**config.mk**
```make
export PLATFORM = sky130hd
export DESIGN_NAME = adc_cal_sequencer
export DESIGN_NICKNAME = d
export VERILOG_FILES = /design/src/rtl/adc_cal_pkg.sv /design/src/rtl/adc_cal_decode.sv /design/src/rtl/adc_cal_period_cnt.sv /design/src/rtl/adc_cal_drdy.sv /design/src/rtl/adc_cal_sequencer.sv
export SDC_FILE = /design/constraint.sdc
export NUM_CORES = 1
export LEC_CHECK = 0
export ABC_AREA = 1
export BUFFER_PORTS_ARGS = -buffer_cell sky130_fd_sc_hd__buf_2
export CORE_MARGIN = 5
export CORE_UTILIZATION = 49
export CTS_CLUSTER_DIAMETER = 60
export DETAILED_ROUTE_END_ITERATION = 7
export PLACE_DENSITY = 0.78
export SLEW_MARGIN = 10
export SYNTH_ARGS = -nofsm -noshare
export SYNTH_HDL_FRONTEND = slang
export SYNTH_SLANG_ARGS = --single-unit
```
**constraint.sdc**
```tcl
create_clock -name clk -period 1.5 [get_ports clk]
set_input_delay 0.225 -clock clk [delete_from_list [all_inputs] [get_ports clk]]
set_output_delay 0.225 -clock clk [all_outputs]
set_load 0.005 [all_outputs]
```
**src/rtl/adc_cal_pkg.sv**
```systemverilog
package adc_cal_pkg;

    localparam int MODE_W = 3;

    localparam logic [MODE_W-1:0] MODE_NORMAL  = 3'b000;
    localparam logic [MODE_W-1:0] MODE_ZS_SELF = 3'b110;
    localparam logic [MODE_W-1:0] MODE_FS_SELF = 3'b111;
    localparam logic [MODE_W-1:0] MODE_ZS_SYS  = 3'b010;
    localparam logic [MODE_W-1:0] MODE_FS_SYS  = 3'b011;

    typedef enum logic [1:0] {
        ST_NORMAL = 2'd0,
        ST_CAL    = 2'd1,
        ST_CONV   = 2'd2
    } seq_state_t;

    typedef struct packed {
        logic is_cal;
        logic is_fs;
        logic is_self;
    } cmd_info_t;

endpackage

```
**src/rtl/adc_cal_decode.sv**
```systemverilog
module adc_cal_decode
    import adc_cal_pkg::*;
(
    input  logic [MODE_W-1:0] code,
    output cmd_info_t         info
);
    always_comb begin
        info = '0;
        case (code)
            MODE_ZS_SELF: info = '{is_cal: 1'b1, is_fs: 1'b0, is_self: 1'b1};
            MODE_FS_SELF: info = '{is_cal: 1'b1, is_fs: 1'b1, is_self: 1'b1};
            MODE_ZS_SYS:  info = '{is_cal: 1'b1, is_fs: 1'b0, is_self: 1'b0};
            MODE_FS_SYS:  info = '{is_cal: 1'b1, is_fs: 1'b1, is_self: 1'b0};
            default:      info = '0;
        endcase
    end
endmodule

```
**src/rtl/adc_cal_period_cnt.sv**
```systemverilog
module adc_cal_period_cnt #(
    parameter int CNT_W = 2
) (
    input  logic             clk,
    input  logic             rst_n,
    input  logic             clr,
    input  logic             inc,
    input  logic [CNT_W-1:0] last_idx,
    output logic             at_last
);
    logic [CNT_W-1:0] cnt_q;

    always_ff @(posedge clk or negedge rst_n) begin
        if (!rst_n)
            cnt_q <= '0;
        else if (clr)
            cnt_q <= '0;
        else if (inc)
            cnt_q <= cnt_q + 1'b1;
    end

    assign at_last = (cnt_q == last_idx);
endmodule

```
**src/rtl/adc_cal_drdy.sv**
```systemverilog
module adc_cal_drdy (
    input  logic clk,
    input  logic rst_n,
    input  logic arm,
    input  logic mod_tick,
    input  logic word_load,
    input  logic norm_load,
    input  logic norm_clear,
    output logic drdy_n
);
    logic pend_q;
    logic drdy_q;

    always_ff @(posedge clk or negedge rst_n) begin
        if (!rst_n) begin
            pend_q <= 1'b0;
            drdy_q <= 1'b1;
        end else if (arm) begin
            pend_q <= 1'b1;
        end else if (word_load) begin
            pend_q <= 1'b0;
            drdy_q <= 1'b0;
        end else if (pend_q && mod_tick) begin
            pend_q <= 1'b0;
            drdy_q <= 1'b1;
        end else if (norm_load) begin
            drdy_q <= 1'b0;
        end else if (norm_clear) begin
            drdy_q <= 1'b1;
        end
    end

    assign drdy_n = drdy_q;
endmodule

```
**src/rtl/adc_cal_sequencer.sv**
```systemverilog
module adc_cal_sequencer
    import adc_cal_pkg::*;
#(
    parameter int CAL_PERIODS       = 3,
    parameter int SELF_CONV_PERIODS = 3,
    parameter int SYS_CONV_PERIODS  = 1
) (
    input  logic              clk,
    input  logic              rst_n,
    input  logic              mod_tick,
    input  logic              owr_tick,
    input  logic              mode_wr,
    input  logic [MODE_W-1:0] mode_wdata,
    input  logic              bipolar,
    input  logic              conv_done,
    output logic [MODE_W-1:0] mode_rd,
    output logic              cap_offset,
    output logic              cap_gain,
    output logic              cal_internal,
    output logic              cal_span_bip,
    output logic              cal_err,
    output logic              drdy_n
);
    localparam int MAX_CONV = (SELF_CONV_PERIODS > SYS_CONV_PERIODS) ?
                              SELF_CONV_PERIODS : SYS_CONV_PERIODS;
    localparam int MAX_P    = (CAL_PERIODS > MAX_CONV) ? CAL_PERIODS : MAX_CONV;
    localparam int CNT_W    = (MAX_P > 1) ? $clog2(MAX_P) : 1;
    localparam logic [CNT_W-1:0] CAL_LAST  = CNT_W'(CAL_PERIODS - 1);
    localparam logic [CNT_W-1:0] SELF_LAST = CNT_W'(SELF_CONV_PERIODS - 1);
    localparam logic [CNT_W-1:0] SYS_LAST  = CNT_W'(SYS_CONV_PERIODS - 1);

    seq_state_t        state_q, state_d;
    logic [MODE_W-1:0] mode_q;
    logic              is_fs_q, is_self_q, span_q;
    logic              off_valid_q, err_q;
    logic              cap_off_q, cap_gain_q;

    cmd_info_t         wr_info;
    logic              can_write, refuse, accept;
    logic              step_end, conv_end, at_last;
    logic [CNT_W-1:0]  last_idx;

    adc_cal_decode u_decode (
        .code (mode_wdata),
        .info (wr_info)
    );

    // Command gate: writes are seen only outside a running step.
    assign can_write = mode_wr && wr_info.is_cal && (state_q != ST_CAL);
    assign refuse    = can_write && wr_info.is_fs && !off_valid_q;
    assign accept    = can_write && !refuse;

    always_comb begin
        unique case (state_q)
            ST_CAL:  last_idx = CAL_LAST;
            ST_CONV: last_idx = is_self_q ? SELF_LAST : SYS_LAST;
            default: last_idx = CAL_LAST;
        endcase
    end

    adc_cal_period_cnt #(.CNT_W(CNT_W)) u_period (
        .clk      (clk),
        .rst_n    (rst_n),
        .clr      (accept || step_end),
        .inc      (owr_tick && (state_q != ST_NORMAL)),
        .last_idx (last_idx),
        .at_last  (at_last)
    );

    assign step_end = (state_q == ST_CAL)  && owr_tick && at_last;
    assign conv_end = (state_q == ST_CONV) && owr_tick && at_last && !accept;

    // Next-state logic
    always_comb begin
        state_d = state_q;
        unique case (state_q)
            ST_NORMAL: if (accept) state_d = ST_CAL;
            ST_CAL:    if (step_end) state_d = ST_CONV;
            ST_CONV: begin
                if (accept)        state_d = ST_CAL;
                else if (conv_end) state_d = ST_NORMAL;
            end
            default:   state_d = ST_NORMAL;
        endcase
    end

    // State register
    always_ff @(posedge clk or negedge rst_n) begin
        if (!rst_n) state_q <= ST_NORMAL;
        else        state_q <= state_d;
    end

    // Registered outputs and flags
    always_ff @(posedge clk or negedge rst_n) begin
        if (!rst_n) begin
            mode_q      <= MODE_NORMAL;
            is_fs_q     <= 1'b0;
            is_self_q   <= 1'b0;
            span_q      <= 1'b0;
            off_valid_q <= 1'b0;
            err_q       <= 1'b0;
            cap_off_q   <= 1'b0;
            cap_gain_q  <= 1'b0;
        end else begin
            cap_off_q  <= step_end && !is_fs_q;
            cap_gain_q <= step_end && is_fs_q;
            if (accept) begin
                mode_q    <= mode_wdata;
                is_fs_q   <= wr_info.is_fs;
                is_self_q <= wr_info.is_self;
                span_q    <= bipolar;
            end else if (step_end) begin
                mode_q <= MODE_NORMAL;
            end
            if (step_end && !is_fs_q) off_valid_q <= 1'b1;
            if (refuse)               err_q       <= 1'b1;
        end
    end

    adc_cal_drdy u_drdy (
        .clk        (clk),
        .rst_n      (rst_n),
        .arm        (accept),
        .mod_tick   (mod_tick),
        .word_load  (conv_end),
        .norm_load  (conv_done && (state_q == ST_NORMAL)),
        .norm_clear (owr_tick && (state_q == ST_NORMAL)),
        .drdy_n     (drdy_n)
    );

    assign mode_rd      = mode_q;
    assign cap_offset   = cap_off_q;
    assign cap_gain     = cap_gain_q;
    assign cal_internal = (state_q == ST_CAL) && is_self_q;
    assign cal_span_bip = span_q;
    assign cal_err      = err_q;
endmodule

```
==> results.md <==
* Diodes inserted at 0
* Crit-path cells: nor3_1 -> buf_2
* Die Y at 48.52 um
* Combinational power share at 0.349
* Grt total ovfl at 0
* Multiplexer share of the synthesized area at 0
* Setup crit start kind: flop
* DR WL/cell at 12.02 um
* Vias in the first global route at 574
* Initial Util at 0.5385
* Reg-to-reg startpoint: state_q[1]
* Vias/cell at about 5
* Crit-path max cell delay at 0.45 ns
* RSZ-0062 raised after global routing: no
* CTS Buf Count at 3
* Layout cells sized above 1 at 0.3535
* Largest net degree at the start of global routing at 17
* Setup violators final at 0
* CP max-delay cell: dfrtp_1
* Max Cap Violations at 0
* Top area cells in the synthesized netlist: dfrtp_1, nand2_1, dfstp_2
* Clock latency on the worst-skew pair at 0.28 ns
* Die X at 48.52 um
* Routed WL at between 1000 and 1500 um
* Final Hold Vio Count at 0
* Worst Hold Depth at 3
* Largest family of logic cells by synthesized area: simple AND/OR/NAND/NOR gates
* HPWL Detailed at 1129 um
* Nets at between 100 and 150
* Lkg Pwr at 0.4645 nW
* Status: finished, final reports clean
* Reg2reg end: is_fs_q
* Placeable core area at 0.001350 sq mm
* Non-Filler Instances at 114
* Clock Root Buffer: clkbuf_4
* Slew @ Worst Pin at 0.4758 ns
* IO Count at 19
* Maximum VDD drop at 849.8 uV
* Area share of and/or/nand/nor cells after synthesis at 0.2857
* Yosys cell types at 21
* Crit path time final at 1.294 ns
* Crit-path max FO at 4
* Syn avg cell area at 9.441 sq um
* Net Sw Frac at 0.3708
* Top cells by count, synth: nand2_1, dfrtp_1, inv_1, nand3_1, nor2_1
* Async set-reset flop share out of synthesis at 1.000
* Initial DRC count at 5
* Seq/Total Area, Yosys at 0.5525
* Post-DRT Antenna Nets at 0
* Complex-gate fraction of the synthesized area at 0.08090
* Flop pwr share at 0.463
* Reg2Reg Setup Slack at 0.21 ns
* Htree depth at 1
* Initial antenna violation count at 0
* Ys Warns at 0
* Vias at 572
* WHS Endpoint: cal_span_bip
* Hold WS at 0.1338 ns
* Switch Pwr at approximately 0.55 mW
* Clk pin slew, worst setup/hold paths at approximately 0.090 ns
* Critical path arrival at between 1 and 1.5 ns
* Adder-Cell Fraction of Synth Area at 0
* Syn_nets at 87
* WP data required at roughly 1.3 ns
* Min-Delay Path Class: in -> reg
* Final Cycle Share at 0.8629
* Total track usage at 0.1221
* Synthesized area at 726.9 sq um
* Area grow syn2layout at 19.79%
* Fin Setup TNS at 0 ns
* Slew Limit Fails at 0
* P_int at 0.9376 mW
* Slew Limit Headroom at 0.6827
* Clk_skew at 0.001865 ns
* Die ar. at 0.002354 sq mm
* Pwr dens at 1711 mW/mm^2
* Initial DRT Pass Iterations at 3
* IO buf count at 18
* Placed cells at roughly 110
* First-pass GRT wire length at 2290 um
* CTS tree: done
* Main flop type after synthesis: dfrtp_1
* R2r worst-path depth at 6
* Largest area contributor in the netlist: dfrtp_1
* Mapped Cells at 77
* DRC violations left at 0
* # rows at 13
* Post-synthesis register bit count at 16
* Setup CP Type: reg -> out
* Hold Startpoint: bipolar
* Yosys top cell area share at 0.5164
* Worst setup path startpoint: state_q[1]
* Most common cell in the netlist: nand2_1
* PnR Total Power at 1.490 mW
* Sink Count at 16
* RD Place Congestion at 0.7678
* Fmax at 772.6 MHz
* XOR/XNOR share of the synthesized area at 0.02410
* Crit end category: primary output
* CTS max path bufs at 2
* Number of flops mapped to enable cells by yosys at 0
* Clock power share at 0.188
## worst max-delay path by stage
stage	to	slack [ns]	depth (start not counted)
2_1_floorplan	u_drdy.drdy_n	0.39	7
3_3_place_gp	is_fs_q	0.27	6
3_5_place_dp	mode_rd[1]	0.21	7
4_1_cts	mode_rd[1]	0.20	7
5_1_grt	is_self_q	0.1	6
6_report	cal_internal	0.21	2
## registers in the layout, summed over array words and instances, names as in the netlist
| name | cells |
|---|---|
| state_q | 2 |
| cap_offset | 1 |
| u_period.cnt_q | 2 |
| u_drdy.drdy_n | 1 |
| mode_rd | 3 |
| u_drdy.pend_q | 1 |
| off_valid_q | 1 |
| cal_err | 1 |
| is_self_q | 1 |
| is_fs_q | 1 |
| cal_span_bip | 1 |
| cap_gain | 1 |
## metrics by stage
stage	setup slack, ns	util	cell area, sq um
after floorplan	0.3896	-	726.9
after global placement	0.2694	0.6108	824.5
after detailed placement	0.2148	0.6108	824.5
after CTS	0.1999	0.6450	870.8
after global routing	0.09594	0.6450	870.8
final	0.2057	0.6450	870.8
## power by group through the flow
stage / clock (mW) / sequential, mW / combinational [mW]
finish: 0.280 / 0.691 / 0.520
global route: 0.308 / 0.703 / 0.586
CTS: 0.282 / 0.689 / 0.529
detailed placement: 0 / 0.696 / 0.525
global placement: 0 / 0.688 / 0.512
floorplan: 0 / 0.688 / 0.361
## final cells by class
class	instances	area, sq um
Timing Repair Buffer	19	100.1
Sequential cell	16	401.6
Multi-Input combinational cell	52	284.0
Inverter	8	30.03
Fill cell	109	479.2
Tap cell	15	18.77
Clock buffer	4	36.28
## cell usage in the layout (no fill, tap or decap)
cell type / n
a21oi_1: 1
nand3_1: 5
o21ai_2: 2
dfrtp_1: 15
clkbuf_4: 3
nor2_2: 2
nor2_1: 5
o21ai_0: 4
clkbuf_8: 1
nor2_4: 1
o21bai_1: 1
inv_2: 3
a21oi_2: 1
nand2_2: 2
nor3_1: 1
nand3b_1: 1
nand2_1: 20
inv_1: 5
nand4_4: 1
dfstp_2: 1
buf_2: 18
dlygate4sd3_1: 1
xor2_1: 2
nand4_1: 3
## metal layers
metal	GRT usage	wire, um	up-vias
li1	-	-	296
met1	0.1423	596	254
met2	0.1935	640	15
met3	0.03058	87	7
met4	0.08520	46	0
met5	0	0	-
## worst max-delay path, delay by kind of cell (launching register included)
kind | cells | cell delay (ns)
buffers and inverters | 1 | 0.14
DFF | 1 | 0.45
and+or+nand+nor | 1 | 0.20
## what timing repair did
| item | CTS | global route |
|---|---|---|
| buffers inserted | 0 | 0 |
| hold endpoints to repair | 15 | 0 |
| gates resized for setup | 0 | 0 |
| hold buffers | 1 | 0 |
## cells by family after synthesis
group,after synthesis
buf+inv,9
xor+xnor,2
compound gates,9
flops,16
simple gates,41
(Power assumes the default switching activity.)
